--- config.mk ---
export PLATFORM = sky130hd
export DESIGN_NAME = dma_chan_ctrl
export DESIGN_NICKNAME = d
export VERILOG_FILES = /design/src/rtl/dma_chan_pkg.sv /design/src/rtl/dma_req_sel.sv /design/src/rtl/dma_pend_flag.sv /design/src/rtl/dma_ptr_cnt.sv /design/src/rtl/dma_chan_ctrl.sv
export SDC_FILE = /design/constraint.sdc
export NUM_CORES = 1
export LEC_CHECK = 0
export ABC_CLOCK_PERIOD_IN_PS = 2040
export CORE_MARGIN = 1.5
export CORE_UTILIZATION = 48
export CTS_CLUSTER_DIAMETER = 200
export DETAILED_ROUTE_END_ITERATION = 12
export DONT_BUFFER_PORTS = 1
export GPL_TIMING_DRIVEN = 0
export PLACE_DENSITY = 0.65
export SLEW_MARGIN = 10
export SYNTH_ARGS = -nofsm -noshare
export SYNTH_HDL_FRONTEND = slang
export SYNTH_SLANG_ARGS = --single-unit
export TNS_END_PERCENT = 20
--- constraint.sdc ---
create_clock -name clk -period 2.04 [get_ports clk]
set_input_delay 0.612 -clock clk [delete_from_list [all_inputs] [get_ports clk]]
set_output_delay 0.612 -clock clk [all_outputs]
set_load 0.01 [all_outputs]
--- src/rtl/dma_chan_pkg.sv ---
package dma_chan_pkg;
  typedef enum logic [2:0] {
    REG_CTRL   = 3'd0,
    REG_SEL    = 3'd1,
    REG_SRC    = 3'd2,
    REG_DST    = 3'd3,
    REG_RELOAD = 3'd4
  } reg_addr_e;

  localparam int CTRL_EN   = 0;
  localparam int CTRL_PEND = 1;
  localparam int CTRL_SRCF = 2;
  localparam int CTRL_DSTF = 3;
endpackage

--- src/rtl/dma_req_sel.sv ---
module dma_req_sel #(
  parameter int SEL_W = 4,
  localparam int NSRC = 2 ** (SEL_W + 1)
) (
  input  logic             clk,
  input  logic             rst_n,
  input  logic             sel_wr,
  input  logic [SEL_W:0]   sel_din,
  input  logic             trig_in,
  input  logic [NSRC-1:0]  irq_flags,
  output logic             req
);
  logic [SEL_W:0] sel_q;
  logic           prev_q;
  logic           cur_flag;

  assign cur_flag = irq_flags[sel_q];
  // one rising edge of the chosen flag, or a software trigger, is one request
  assign req = (cur_flag & ~prev_q) | (sel_wr & trig_in);

  always_ff @(posedge clk or negedge rst_n) begin
    if (!rst_n) begin
      sel_q  <= '0;
      prev_q <= 1'b0;
    end else begin
      prev_q <= cur_flag;
      if (sel_wr) sel_q <= sel_din;
    end
  end
endmodule

--- src/rtl/dma_pend_flag.sv ---
module dma_pend_flag (
  input  logic clk,
  input  logic rst_n,
  input  logic req,
  input  logic fire,
  input  logic clr_wr,
  output logic pend
);
  always_ff @(posedge clk or negedge rst_n) begin
    if (!rst_n)             pend <= 1'b0;
    else if (req)           pend <= 1'b1;  // a request beats any clear
    else if (fire || clr_wr) pend <= 1'b0;
  end
endmodule

--- src/rtl/dma_ptr_cnt.sv ---
module dma_ptr_cnt
  import dma_chan_pkg::*;
#(
  parameter int ADDR_W = 20,
  parameter int CNT_W  = 16
) (
  input  logic              clk,
  input  logic              rst_n,
  input  logic              wr_en,
  input  logic [2:0]        wr_addr,
  input  logic [ADDR_W-1:0] wr_data,
  input  logic              fire,
  output logic [ADDR_W-1:0] ptr,
  output logic [CNT_W-1:0]  cnt,
  output logic              en,
  output logic              done
);
  logic [ADDR_W-1:0] src_q, dst_q;
  logic [CNT_W-1:0]  reload_q;
  logic              ctrl_wr;

  assign ctrl_wr = wr_en && (wr_addr == REG_CTRL);

  always_ff @(posedge clk or negedge rst_n) begin
    if (!rst_n) begin
      src_q    <= '0;
      dst_q    <= '0;
      reload_q <= '0;
    end else if (wr_en) begin
      case (wr_addr)
        REG_SRC:    src_q    <= wr_data;
        REG_DST:    dst_q    <= wr_data;
        REG_RELOAD: reload_q <= wr_data[CNT_W-1:0];
        default: ;
      endcase
    end
  end

  always_ff @(posedge clk or negedge rst_n) begin
    if (!rst_n) begin
      ptr  <= '0;
      cnt  <= '0;
      en   <= 1'b0;
      done <= 1'b0;
    end else begin
      done <= 1'b0;
      if (ctrl_wr) begin
        en <= wr_data[CTRL_EN];
        if (wr_data[CTRL_EN]) begin
          cnt <= reload_q;
          if (wr_data[CTRL_SRCF])      ptr <= src_q;
          else if (wr_data[CTRL_DSTF]) ptr <= dst_q;
        end
      end else if (fire) begin
        cnt <= cnt - CNT_W'(1);
        ptr <= ptr + ADDR_W'(1);
        if (cnt == CNT_W'(1)) begin
          en   <= 1'b0;
          done <= 1'b1;
        end
      end
    end
  end
endmodule

--- src/rtl/dma_chan_ctrl.sv ---
module dma_chan_ctrl
  import dma_chan_pkg::*;
#(
  parameter int SEL_W  = 4,
  parameter int ADDR_W = 20,
  parameter int CNT_W  = 16,
  localparam int NSRC  = 2 ** (SEL_W + 1)
) (
  input  logic              clk,
  input  logic              rst_n,
  input  logic              wr_en,
  input  logic [2:0]        wr_addr,
  input  logic [ADDR_W-1:0] wr_data,
  input  logic [NSRC-1:0]   irq_flags,
  output logic              xfer_valid,
  input  logic              xfer_ready,
  output logic [ADDR_W-1:0] xfer_ptr,
  output logic [CNT_W-1:0]  xfer_count,
  output logic              chan_en,
  output logic              req_pending,
  output logic              done
);
  logic req, fire, ctrl_wr, sel_wr;

  assign ctrl_wr    = wr_en && (wr_addr == REG_CTRL);
  assign sel_wr     = wr_en && (wr_addr == REG_SEL);
  assign xfer_valid = chan_en & req_pending;
  assign fire       = xfer_valid & xfer_ready;

  dma_req_sel #(.SEL_W(SEL_W)) u_req (
    .clk(clk), .rst_n(rst_n), .sel_wr(sel_wr),
    .sel_din(wr_data[SEL_W:0]), .trig_in(wr_data[SEL_W+1]),
    .irq_flags(irq_flags), .req(req)
  );

  dma_pend_flag u_pend (
    .clk(clk), .rst_n(rst_n), .req(req), .fire(fire),
    .clr_wr(ctrl_wr & ~wr_data[CTRL_PEND]), .pend(req_pending)
  );

  dma_ptr_cnt #(.ADDR_W(ADDR_W), .CNT_W(CNT_W)) u_pc (
    .clk(clk), .rst_n(rst_n), .wr_en(wr_en), .wr_addr(wr_addr),
    .wr_data(wr_data), .fire(fire), .ptr(xfer_ptr), .cnt(xfer_count),
    .en(chan_en), .done(done)
  );
endmodule

; ---- Word level (Yosys, flattened, before mapping)
; Cells that the tools add are included.
[classes]
order_cmp = 1
eq_ne = 7
n_mux = 18
bitwise_logic = 8
n_reduce_logical = 13
add_sub_neg = 2
[ops]
columns = cell, count
row1 = 20-bit two-way mux, 5
row2 = 16-bit two-way mux, 3
row3 = "20-bit by 1-bit adder with 20-bit output, second input constant", 1
row4 = "16-bit by 1-bit equality test with 1-bit output, second input constant", 1
row5 = "16-bit by 1-bit subtractor with 16-bit output, second input constant", 1
row6 = 2-bit AND reduction, 5
row7 = 1-bit two-way mux, 9
row8 = "3-bit by 2-bit equality test with 1-bit output, second input constant", 2
row9 = "5-bit by 6-bit < comparator with 1-bit output, second input constant", 1
row10 = 2-bit nonzero test, 3
row11 = 1-bit AND, 5
row12 = 1-bit binary-select mux with 5-bit select, 1
row13 = "3-bit by 1-bit equality test with 1-bit output, second input constant", 1
row14 = "3-bit equality test, second input constant", 1
row15 = 3-bit zero test, 1
row16 = "3-bit != test, second input constant", 1
row17 = 3-bit AND reduction, 1
row18 = 1-bit logical AND, 2
row19 = "2-bit != test, second input constant", 1
row20 = 1-bit inverter, 2
row21 = 1-bit logical OR, 1
row22 = 1-bit bitwise OR, 1
[word_totals]
out_inout_bits = 40
word_cells = 59
ff_bits = 101
in_bits = 59

; ---- Longest topological paths before layout
; Gate-level depths: netlist of the first run.
[logic_depth]
ltp_word = 6
ltp_mapped = 7
ltp_nobuf = 7

; ---- Cells and area by module
; From an unflattened synthesis of the first run, not the netlist that was laid out.
[hier_totals]
cells_unflattened = 483
area_unflattened_um2 = 5230.0
[by_module_without_submodules]
columns = module, cells_per_inst, seq_area_each_um2, instances, area_per_inst_um2
row1 = dma_ptr_cnt, 419, 2352.3, 1, 4601.9
row2 = dma_req_sel, 56, 150.1, 1, 540.5
row3 = dma_chan_ctrl, 5, 0.0, 1, 51.3
row4 = dma_pend_flag, 3, 25.0, 1, 36.3

; ---- Worst setup path before layout of the first run
; OpenSTA, ideal clock, no wires.
[synth_timing]
path_type = in2reg
start = in wr_addr[1]
end = reg u_pc.ptr[13]
stages = 7
setup_time_ps = 137
slack_ps = -76
t_required_ps = 1903
arrival_ps = 1979
path_cell_list = or4b_1 > buf_2 > nand2_1 > o21ai_1 > buf_2 > a311oi_1 > a21oi_1
[synth_via]
elab_chain_cells = 4
word_cells_on_any_way = 7
classes_between = eq/ne: 2 / mux: 1 / reduce/logical: 4
[synth_lines]
columns = item, line
row1 = "start, declared", dma_chan_ctrl.sv:12  ; input logic [2:0] wr_addr,
row2 = 3-bit zero test *, dma_ptr_cnt.sv:22  ; assign ctrl_wr = wr_en && (wr_addr == REG_CTRL);
row3 = 1-bit logical AND *, dma_ptr_cnt.sv:22
row4 = "3-bit != test (no line), or another cell as far along", --
row5 = 3-bit AND reduction (no line), --
row6 = "end signal, assigned", dma_ptr_cnt.sv:51  ; if (wr_data[CTRL_SRCF]) ptr <= src_q;
row7 = "end signal, assigned", dma_ptr_cnt.sv:52  ; else if (wr_data[CTRL_DSTF]) ptr <= dst_q;
row8 = "end signal, assigned", dma_ptr_cnt.sv:56  ; ptr <= ptr + ADDR_W'(1);
row9 = "end, declared", dma_ptr_cnt.sv:13  ; output logic [ADDR_W-1:0] ptr,
; Every way passes the cells marked *; elsewhere a longest branch is shown, timed or not.
; A chain may end at the register's enable or synchronous reset.

; ---- Final worst setup path of the first run
[layout_timing]
start = reg u_pend.pend
end = reg u_pc.cnt[8]
[layout_via]
elab_chain_cells = 4
[layout_lines]
columns = item, line
row1 = "start, declared", dma_pend_flag.sv:7  ; output logic pend
row2 = "start signal, assigned", dma_pend_flag.sv:10  ; if (!rst_n) pend <= 1'b0;
row3 = "start signal, assigned", dma_pend_flag.sv:11  ; else if (req) pend <= 1'b1;
row4 = "start signal, assigned", dma_pend_flag.sv:12  ; else if (fire || clr_wr) pend <= 1'b0;
row5 = 1-bit AND, dma_chan_ctrl.sv:27  ; assign xfer_valid = chan_en & req_pending;
row6 = 1-bit AND, dma_chan_ctrl.sv:28  ; assign fire = xfer_valid & xfer_ready;
row7 = 2-bit nonzero test (no line), --
row8 = 2-bit AND reduction (no line), --
row9 = "end signal, assigned", dma_ptr_cnt.sv:50  ; cnt <= reload_q;
row10 = "end signal, assigned", dma_ptr_cnt.sv:55  ; cnt <= cnt - CNT_W'(1);
row11 = "end, declared", dma_ptr_cnt.sv:14  ; output logic [CNT_W-1:0] cnt,
; No other way between the ends.

==> impl_results.md, run 1 <==
* Outcome: complete, but fails checks
* Failing checks: hold timing
* Yosys warns at 0
* Largest family of logic cells by synthesized area: multiplexers
* Flops & latches, synth at 101
* Slowest stage cell, crit path: dfrtp_1
* Max_cap viols at 0
* # port buffers at 0
* Vias/cell at 6.293
* Leak Pwr at 2.303 nW
* Min Hold Slack at -63.81 ps
* Initial DRC Count at 306
* TritonCTS buffer count at 9
* First-pass GRT wire length at 21210 µm
* Crit path max fanout at 10
* RSZ-0062 raised after global routing: yes
* Post-Place Cells at 617
* Post-synth EDFFs at 0
* CTS root buffer: clkbuf_8
* GRT Total Usage at 0.2411
* Setup crit start kind: flop
* Clock transition at path regs at 100 ps
* DPL Wire Length at 9497 µm
* Async SR Flop Fraction at 1.000
* Post-synth top area cell: dfrtp_1
* Fin crit share at 0.9940
* Buf/Inv on CP at 1
* Synth Area in XOR/XNOR at 0
* Post-synthesis adder-cell area fraction at 0.007220
* Achievable frequency at 0.4931 GHz
* Worst Clk Skew at 8.834 ps
* Mux share of post-synthesis cell area at 0.2048
* Crit Path Category: flop to flop
* # DRC at 0
* Reg2Reg Setup Slack at 10 ps
* GP Congestion at 0.8833
* Clk sinks at 101
* Clk buf depth at 2
* Die Y-Extent at 107.1 µm
* Detailed-route wire length per cell at 21.20 µm
* Mapped Cells at 481
* Compound-Gate Fraction of Synth Area at 0.1307
* Min Tclk post-route at 2028 ps
* Hold WC Path Type: input pin to async pin
* Worst r2r path cells at 6
* Post-CTS setup buffers at 0
* H-Tree Depth at 3
* Top cells by area, synth: dfrtp_1, mux2_2, mux2i_1
* Largest net degree at the start of global routing at 102
* Worst path required time at 2310 ps
* Seq/Total Area, Yosys at 0.4862
* TNS Setup at 0 ps
* IO Pins at 99
* Routed WL at 13400 µm
* Share of layout cells above drive strength 1 at 0.2399
* CTS tree: built
* Gr ovfl total at 0
* Max IR drop VDD at 0.5951 mV
* DRT Pass-1 Iters at 4
* Final Non-Filler Cells at 632
* Worst Max-Slew Pin Slew at 753.5 ps
* Worst skew pair latency at 370 ps
* Syn_area_per_cell at 10.81 µm²
* Core area at 10420 µm²
* Vias in the first global route at 3943
* Initial antenna violation count at 0
* N_diodes at 0
* Power per cell area at 1022 nW/µm²
* Max-slew headroom at the worst pin at 0.4977
* Element type at the critical path end: flop
* Vias at 3977
* Synth Flop Type: dfrtp_1
* Total die area at 11460 µm²
* Family with the most delay on the worst path: simple AND/OR/NAND/NOR gates
* RR Startpoint: u_pend.pend$_DFFE_PN0P_
* Net Count, Synth at 543
* Post-layout nets at 554
* Dpl ws at -675.4 ps
* Synthesized area at 5199 µm²
* Reg-to-reg critical path endpoint: u_pc.cnt[8]$_DFFE_PN0P_
* Die W at 107.1 µm
* Simple-Gate Fraction of Synth Area at 0.1463
* Post-route ant nets at 0
* Area grow syn2layout at 8.809%
* Max incr delay on CP at 490 ps
* CP arrival at 2300 ps
* Post-synth top cells: dfrtp_1, mux2_2, nand2_1
* Top cell type's share of synthesized area at 0.4862
* Finish-stage setup viols at 0
* Final WS setup at 12.19 ps
* Top-count cell post-synth: dfrtp_1
* Distinct cells, synth at 57
* CP cell instances: and3_1, clkbuf_2, nand3_1, nor4_1, nor3_1, a211oi_1
* Core Rows at 37
* Initial Util at 0.4991
* Max-slew violation count at 0
* Final cell utilization of the core at 0.5431
* Final hold violations at 101
[worst max path at each step]
stage / from / endpoint / slack (ps) / cells after the start
floorplan: wr_addr[1] / u_pc.ptr[12]$_DFFE_PN0P_ / 2 / 7
global placement: wr_addr[1] / u_pc.ptr[11]$_DFFE_PN0P_ / -660 / 6
detailed placement: wr_addr[1] / u_pc.ptr[11]$_DFFE_PN0P_ / -680 / 6
CTS: u_pc.cnt[9]$_DFFE_PN0P_ / u_pc.cnt[11]$_DFFE_PN0P_ / -60 / 4
global route: u_pend.pend$_DFFE_PN0P_ / u_pc.cnt[8]$_DFFE_PN0P_ / -130 / 6
finish: u_pend.pend$_DFFE_PN0P_ / u_pc.cnt[8]$_DFFE_PN0P_ / 10 / 6
[layout make-up]
type / instances / area [µm²]
tap: 136 / 170.2
inverter: 4 / 15.01
clock buffer: 14 / 172.7
fill: 943 / 4760
buffer: 28 / 132.6
sequential: 101 / 2534
multi-input combinational: 348 / 2628
clock inverter: 1 / 5.005
[state kept, by name (all words and copies together), names as in the netlist]
| register | flops |
|---|---|
| u_pc.cnt | 16 |
| u_pc.done | 1 |
| u_pc.dst_q | 20 |
| u_pc.en | 1 |
| u_pc.ptr | 20 |
| u_pc.reload_q | 16 |
| u_pc.src_q | 20 |
| u_pend.pend | 1 |
| u_req.prev_q | 1 |
| u_req.sel_q | 5 |
[placed cells by master, fill, tap and decap left out, types with 4 or more instances in the layout]
| master | n |
|---|---|
| nor3_1 | 11 |
| a21oi_1 | 28 |
| mux2_2 | 67 |
| inv_1 | 4 |
| clkbuf_2 | 4 |
| o22a_1 | 4 |
| mux2i_1 | 31 |
| nor2b_1 | 6 |
| o22ai_1 | 9 |
| dfrtp_1 | 96 |
| dfrtp_2 | 5 |
| buf_2 | 6 |
| and3_1 | 6 |
| a22oi_1 | 5 |
| nand4_1 | 7 |
| nand2b_1 | 4 |
| nor2_2 | 4 |
| nand3_1 | 17 |
| clkbuf_1 | 15 |
| nor2_1 | 28 |
| o21ai_1 | 8 |
| o21ai_0 | 6 |
| a31oi_1 | 5 |
| a211oi_1 | 8 |
| clkbuf_8 | 12 |
| nand2_1 | 34 |
[stage by stage]
step	power [mW]	hold WS, ps	instance area (µm²)
2_1_floorplan	4.114	316.4	5219
3_3_place_gp	4.452	319.8	5389
3_5_place_dp	4.520	319.8	5389
4_1_cts	5.733	-84.55	5599
5_1_grt	6.115	-85.82	5657
6_report	5.783	-63.81	5657
[per-layer routing]
metal,up-vias,global-route usage,part of all wire
met4,0,0.04762,0.0079
met1,1998,0.3289,0.45
li1,1819,-,-
met5,-,0,0
met3,13,0.07964,0.084
met2,147,0.3763,0.46
[report_power, final]
group / internal [mW] / switching (mW) / leakage (nW)
Clock: 0.538 / 0.669 / 0.0926
Sequential: 2.53 / 0.706 / 1.22
Combinational: 0.698 / 0.643 / 0.990
[kinds of logic after synthesis]
family / after synthesis
AOI/OAI and AO/OA: 101
adders and majority gates: 3
buffers and inverters: 32
DFF: 101
muxes: 98
and+or+nand+nor: 146
[timing repair]
item / in CTS / in global routing
endpoints found under the hold margin: 101 / 101
endpoints found under the setup margin: 23 / 22
pin swaps: 0 / 3
resized for setup: 10 / 19
No activity file was read; power rests on OpenSTA's default activity.
==> run 2, diff against run 1 <==
--- a/config.mk
+++ b/config.mk
@@ -5,7 +5,8 @@
 export SDC_FILE = /design/constraint.sdc
 export NUM_CORES = 1
 export LEC_CHECK = 0
-export ABC_CLOCK_PERIOD_IN_PS = 2040
+export ABC_CLOCK_PERIOD_IN_PS = 1800
+export CORE_ASPECT_RATIO = 1.1
 export CORE_MARGIN = 1.5
 export CORE_UTILIZATION = 48
 export CTS_CLUSTER_DIAMETER = 200
@@ -16,5 +17,6 @@
 export SLEW_MARGIN = 10
 export SYNTH_ARGS = -nofsm -noshare
 export SYNTH_HDL_FRONTEND = slang
+export SYNTH_HIERARCHICAL = 1
 export SYNTH_SLANG_ARGS = --single-unit
 export TNS_END_PERCENT = 20
==> constraint.sdc (replaced) <==
create_clock -name clk -period 1.8 [get_ports clk]
set_input_delay 0.54 -clock clk [delete_from_list [all_inputs] [get_ports clk]]
set_output_delay 0.54 -clock clk [all_outputs]
set_load 0.01 [all_outputs]
==> run 2 against run 1 <==
Compared with the run above:
- the run ends with hold timing, setup timing left
- sequential power rose by 16%
- clock skew down 2.2 ps
- sequential share of layout area is 2.5 points lower
- setup slack got worse by 410 ps
- first-iteration DRC count decreased by 34%
- critical path type unchanged
- largest power group unchanged
- highest routed layer unchanged
==> impl_results.md, run 2 <==
* Outcome: complete, but fails checks
* Failing checks: hold timing, setup timing
* Post-route ant nets at 0
* Final Non-Filler Cells at 651
* TritonCTS buffer count at 9
* Slowest stage cell, crit path: or4_4
* Share of layout cells above drive strength 1 at 0.3012
* H-Tree Depth at 3
* # port buffers at 0
* Top cell type's share of synthesized area at 0.4833
* CTS tree: built
* GRT Total Usage at 0.2501
* Final WS setup at -401.0 ps
* TNS Setup at -1554 ps
* Seq/Total Area, Yosys at 0.4833
* Largest net degree at the start of global routing at 102
* Achievable frequency at 0.4543 GHz
* CP cell instances: or4_4, or4b_4, o31ai_2, a21oi_1, a311oi_1
* N_diodes at 0
* Min Tclk post-route at 2201 ps
* Crit path max fanout at 5
* Detailed-route wire length per cell at 21.18 µm
* # DRC at 0
* Area grow syn2layout at 14.83%
* Final Power at 7.303 mW
* Min Hold Slack at -111.8 ps
* Net Count, Synth at 545
* Max_cap viols at 0
* Worst Max-Slew Pin Slew at 664.5 ps
* DPL Wire Length at 9625 µm
* Routed WL at 13790 µm
* Vias at 4066
* Vias in the first global route at 4117
* Power per cell area at 1216 nW/µm²
* Synth Flop Type: dfrtp_1
* Max-slew headroom at the worst pin at 0.5570
* Finish-stage setup viols at 9
* DRT Pass-1 Iters at 5
* First-pass GRT wire length at 21990 µm
* Leak Pwr at 2.453 nW
* Top flop regs: u_pc/dst_q (20), u_pc/ptr (20), u_pc/src_q (20)
* Distinct cells, synth at 57
* Die W at 102.5 µm
* Total die area at 11530 µm²
* Die Y-Extent at 112.5 µm
* Syn_area_per_cell at 10.83 µm²
* Post-synth top area cell: dfrtp_1
* Post-synth EDFFs at 0
* Clock transition at path regs at 70 ps
* Most frequent cells in the layout: dfrtp_1, mux2_2, nand2_1
* CTS root buffer: clkbuf_16
* Dpl ws at -719.4 ps
* Max incr delay on CP at 560 ps
* Initial DRC Count at 203
* CP arrival at 2440 ps
* Core area at 10490 µm²
* GP Congestion at 0.8569
* Max-slew violation count at 0
* Commonest non-fill, non-tap cell in the layout: dfrtp_1
* Max IR drop VDD at 0.5652 mV
* Post-synth top cells: dfrtp_1, mux2_2, nand2_1
* Element type at the critical path end: flop
* Fin crit share at 1.223
* Initial Util at 0.4985
* Async SR Flop Fraction at 1.000
* Gr ovfl total at 0
* Core Rows at 39
* Initial antenna violation count at 0
* Synthesized area at 5230 µm²
* Vias/cell at 6.246
* Worst path required time at 2040 ps
* Clk sinks at 101
* Top-count cell post-synth: dfrtp_1
* Post-Place Cells at 626
* RSZ-0062 raised after global routing: yes
* Setup crit start kind: flop
* Final hold violations at 101
* Flops & latches, synth at 101
* Worst Clk Skew at 6.655 ps
* Top cells by area, synth: dfrtp_1, mux2_2, mux2i_1
* Yosys warns at 6
* IO Pins at 99
* Hold WC Path Type: input pin to async pin
* Crit Path Category: flop to flop
* Mapped Cells at 483
* Post-layout nets at 565
* Worst skew pair latency at 340 ps
* Clk buf depth at 2
==> run 2: changes by cell type after synthesis, moves of 5 or more <==
cell | previous run | this run
o21ai_0 | 6 | 21
nor2_1 | 34 | 21
o21ai_1 | 9 | 0
nand2_1 | 35 | 41
a211oi_1 | 8 | 3
a21oi_1 | 28 | 33
buf_2 | 7 | 2
clkbuf_1 | 16 | 21
nand3_1 | 18 | 23
==> run 2: report_power, final <==
part           internal, mW  leakage, nW  switching [mW]  total (mW)
clock network          1.10        0.148           0.886        1.99
logic                 0.871         1.09           0.708        1.58
registers              2.90         1.21           0.839        3.74
total                  4.87         2.45            2.43        7.30
==> run 2: path summary, 6_finish.rpt <==
path	depth (start not counted)	to	startpoint	slack (ps)
setup / recovery	5	u_pc/cnt[14]$_DFFE_PN0P_	u_pc/cnt[10]$_DFFE_PN0P_	-400
hold / removal	0	u_pc/reload_q[12]$_DFFE_PN0P_	rst_n	-110
setup reg to reg	5	u_pc/cnt[14]$_DFFE_PN0P_	u_pc/cnt[10]$_DFFE_PN0P_	-400
hold reg to reg	2	u_pc/cnt[15]$_DFFE_PN0P_	u_pc/reload_q[15]$_DFFE_PN0P_	500
max in group asynchronous	0	u_pc/dst_q[16]$_DFFE_PN0P_	rst_n	1710
min in group clk	1	u_pc/dst_q[9]$_DFFE_PN0P_	wr_data[9]	340
==> run 2: through the flow <==
stage          utilization  cell area [µm²]
2_1_floorplan            -             5276
3_3_place_gp        0.5200             5455
3_5_place_dp        0.5200             5455
4_1_cts             0.5572             5846
5_1_grt             0.5725             6006
6_report            0.5725             6006
==> run 2: kinds of logic after synthesis <==
kind of cell | share of synthesized area
buffers and inverters | 0.02584
AO/OA/AOI/OAI | 0.1347
AND/OR/NAND/NOR | 0.1512
flip-flops | 0.4833
adder cells (fa/ha/maj) | 0.007178
multiplexers | 0.1978
==> run 2: per-layer routing <==
layer,share of wire,vias up,GRT usage,wire (µm)
met1,0.42,2005,0.3375,5771
li1,-,1857,-,-
met4,0.019,0,0.07580,261
met2,0.48,182,0.4004,6601
met5,0,-,0,0
met3,0.084,22,0.05791,1154
==> run 2: worst max-delay path, delay by kind of cell (launching register included) <==
family	cells	cell delay [ps]
flops	1	450
compound gates	3	560
simple gates	2	1090
==> run 2: area by class of cell <==
cell class / count / area [µm²]
inverters: 3 / 11.26
flip-flops and latches: 101 / 2539
clock inverters: 7 / 83.83
plain buffers: 26 / 176.4
repair buffers: 11 / 90.09
multi-input cells: 351 / 2701
clock buffers: 9 / 225.2
fillers: 898 / 4486
well taps: 143 / 178.9
==> run 2: timing repair <==
| action | 4_1_cts | 5_1_grt |
|---|---|---|
| buffers inserted | 2 | 9 |
| pin swaps | 9 | 10 |
| hold endpoints to repair | 101 | 101 |
| endpoints found under the setup margin | 49 | 38 |
| resized for setup | 35 | 40 |
==> run 3, diff against run 2 <==
--- a/config.mk
+++ b/config.mk
@@ -8,12 +8,11 @@
 export ABC_CLOCK_PERIOD_IN_PS = 1800
 export CORE_ASPECT_RATIO = 1.1
 export CORE_MARGIN = 1.5
-export CORE_UTILIZATION = 48
+export CORE_UTILIZATION = 35
 export CTS_CLUSTER_DIAMETER = 200
 export DETAILED_ROUTE_END_ITERATION = 12
 export DONT_BUFFER_PORTS = 1
 export GPL_TIMING_DRIVEN = 0
-export PLACE_DENSITY = 0.65
 export SLEW_MARGIN = 10
 export SYNTH_ARGS = -nofsm -noshare
 export SYNTH_HDL_FRONTEND = slang
==> run 3 against run 2 <==
Compared with the run above:
- the flow still finishes with violations (hold timing, setup timing)
- final cell count is 8.4% higher
- sequential power rose by 1%
- die area is 36% higher
- global-route usage shrank 5.4 points
- critical path type unchanged
==> impl_results.md, run 3 (same netlist as run 2, synthesis figures left out) <==
* Outcome: complete, but fails checks
* Failing checks: hold timing, setup timing
* Achievable frequency at 0.4596 GHz
* Top flop regs: u_pc/dst_q (20), u_pc/ptr (20), u_pc/src_q (20)
* Dpl ws at -778.2 ps
* Die Y-Extent at 131.2 µm
* GP Congestion at 0.8383
* Share of layout cells above drive strength 1 at 0.3171
* CP startpoint: u_pc/cnt[10]$_DFFE_PN0P_
* Clk sinks at 101
* Worst Max-Slew Pin Slew at 680.2 ps
* Reg-to-reg critical path endpoint: u_pc/cnt[14]$_DFFE_PN0P_
* DPL Wire Length at 10440 µm
* Reg area at 2540 µm²
* N_diodes at 0
* Fillers at 1415
* Max_cap viols at 0
* Area grow syn2layout at 17.58%
* Total die area at 15690 µm²
* Largest net degree at the start of global routing at 102
* Worst skew pair latency at 340 ps
* Vias at 4121
* Clk buf depth at 2
* Reg2Reg Setup Slack at -380 ps
* CTS root buffer: clkbuf_16
* Initial antenna violation count at 0
* Leak Pwr at 2.479 nW
* Crit Path Category: flop to flop
* Min Hold Slack at -109.9 ps
* DRT Pass-1 Iters at 5
* CP endpoint: u_pc/cnt[14]$_DFFE_PN0P_
* RR Startpoint: u_pc/cnt[10]$_DFFE_PN0P_
* RSZ-0062 raised after global routing: yes
* Worst Clk Skew at 6.578 ps
* Post-route ant nets at 0
* Placed inst area at 5517 µm²
* Gr ovfl total at 0
* CP arrival at 2420 ps
* IO Pins at 99
* Final Power at 7.412 mW
* Core area at 14500 µm²
* H-Tree Depth at 3
* TritonCTS buffer count at 9
* Initial Util at 0.3606
* Final hold violations at 101
* Fin crit share at 1.209
* # DRC at 0
* Area of the multi-input gates at 2731 µm²
* Worst path required time at 2050 ps
* Vias/cell at 5.837
* Post-layout nets at 571
* Initial DRC Count at 327
* Final Non-Filler Cells at 706
* Die W at 119.6 µm
* Max-slew headroom at the worst pin at 0.5465
* GRT Total Usage at 0.1963
* Setup crit start kind: flop
* Hold WC Path Type: input pin to async pin
* Routed WL at 15180 µm
* Post-Place Cells at 675
* Commonest non-fill, non-tap cell in the layout: dfrtp_1
* Max-slew violation count at 0
* Final WS setup at -375.9 ps
* Clock transition at path regs at 70 ps
* Finish-stage setup viols at 10
* Detailed-route wire length per cell at 21.50 µm
* CTS tree: built
* # port buffers at 0
* Max IR drop VDD at 0.5924 mV
* First-pass GRT wire length at 23970 µm
* Crit path max fanout at 5
* Element type at the critical path end: flop
* Power per cell area at 1205 nW/µm²
* Worst r2r path cells at 5
* Post-route cell area at 6150 µm²
* Core Rows at 46
* Vias in the first global route at 4157
* Most frequent cells in the layout: dfrtp_1, mux2_2, nand2_1
* Min Tclk post-route at 2176 ps
==> run 3: changes by cell type in the layout (fill, tap and decap cells not counted), moves of 2 or more <==
| cell | previous run | this run |
|---|---|---|
| buf_4 | 11 | 16 |
| clkbuf_1 | 6 | 8 |
| clkbuf_2 | 8 | 10 |
| clkinv_2 | 0 | 2 |
| clkinv_4 | 3 | 0 |
| nand2_1 | 38 | 35 |
| nand2_2 | 1 | 6 |
| nand2_4 | 2 | 0 |
==> run 3: worst min path at each step <==
| stage | startpoint | end | depth (start not counted) |
|---|---|---|---|
| floorplan | rst_n | u_pc/cnt[0]$_DFFE_PN0P_ | 0 |
| global placement | rst_n | u_pc/cnt[9]$_DFFE_PN0P_ | 0 |
| detailed placement | rst_n | u_pc/cnt[7]$_DFFE_PN0P_ | 0 |
| CTS | rst_n | u_pc/cnt[7]$_DFFE_PN0P_ | 0 |
| global route | rst_n | u_pc/done$_DFF_PN0_ | 0 |
| finish | rst_n | u_pc/cnt[7]$_DFFE_PN0P_ | 0 |
==> run 3: metrics by stage <==
| step | TNS, ps | utilization | hold WS, ps |
|---|---|---|---|
| finish | -2032 | 0.4240 | -109.9 |
| global route | -3490 | 0.4240 | -128.5 |
| CTS | -2233 | 0.4152 | -126.4 |
| detailed placement | -36800 | 0.3803 | 247.6 |
| global placement | -34890 | 0.3803 | 248.4 |
| floorplan | -9325 | - | 244.4 |
==> run 3: area by class of cell <==
cell class,instances,share of cell area
Multi-Input combinational cell,351,0.4442
Buffer,27,0.02991
Clock inverter,4,0.007731
Clock buffer,12,0.04008
Tap cell,192,0.03906
Sequential cell,101,0.4130
Inverter,3,0.001831
Timing Repair Buffer,16,0.02421
==> run 3: repair_timing <==
item	4_1_cts	5_1_grt
pin swaps	12	14
buffers inserted	8	7
cloned	1	0
gates resized for setup	44	33
setup endpoints to repair	49	61
hold endpoints to repair	101	101
==> run 3: critical path: stages, from the launching register on <==
cell and delay, ps:
dfrtp_2 450, or4_4 560, or4b_4 540, o31ai_4 210, a21oi_2 80, a311oi_1 240
==> run 3: power breakdown <==
group | switching (mW) | internal, mW | total, mW
Sequential | 0.885 | 2.90 | 3.79
Clock | 0.835 | 1.11 | 1.95
Combinational | 0.759 | 0.919 | 1.68
==> run 3: metal layers <==
layer	vias up	wire (µm)	GRT usage
met5	-	0	0
met3	22	1375	0.05990
met1	2052	6316	0.2537
met2	189	7189	0.3158
met4	0	297	0.05952
li1	1858	-	-
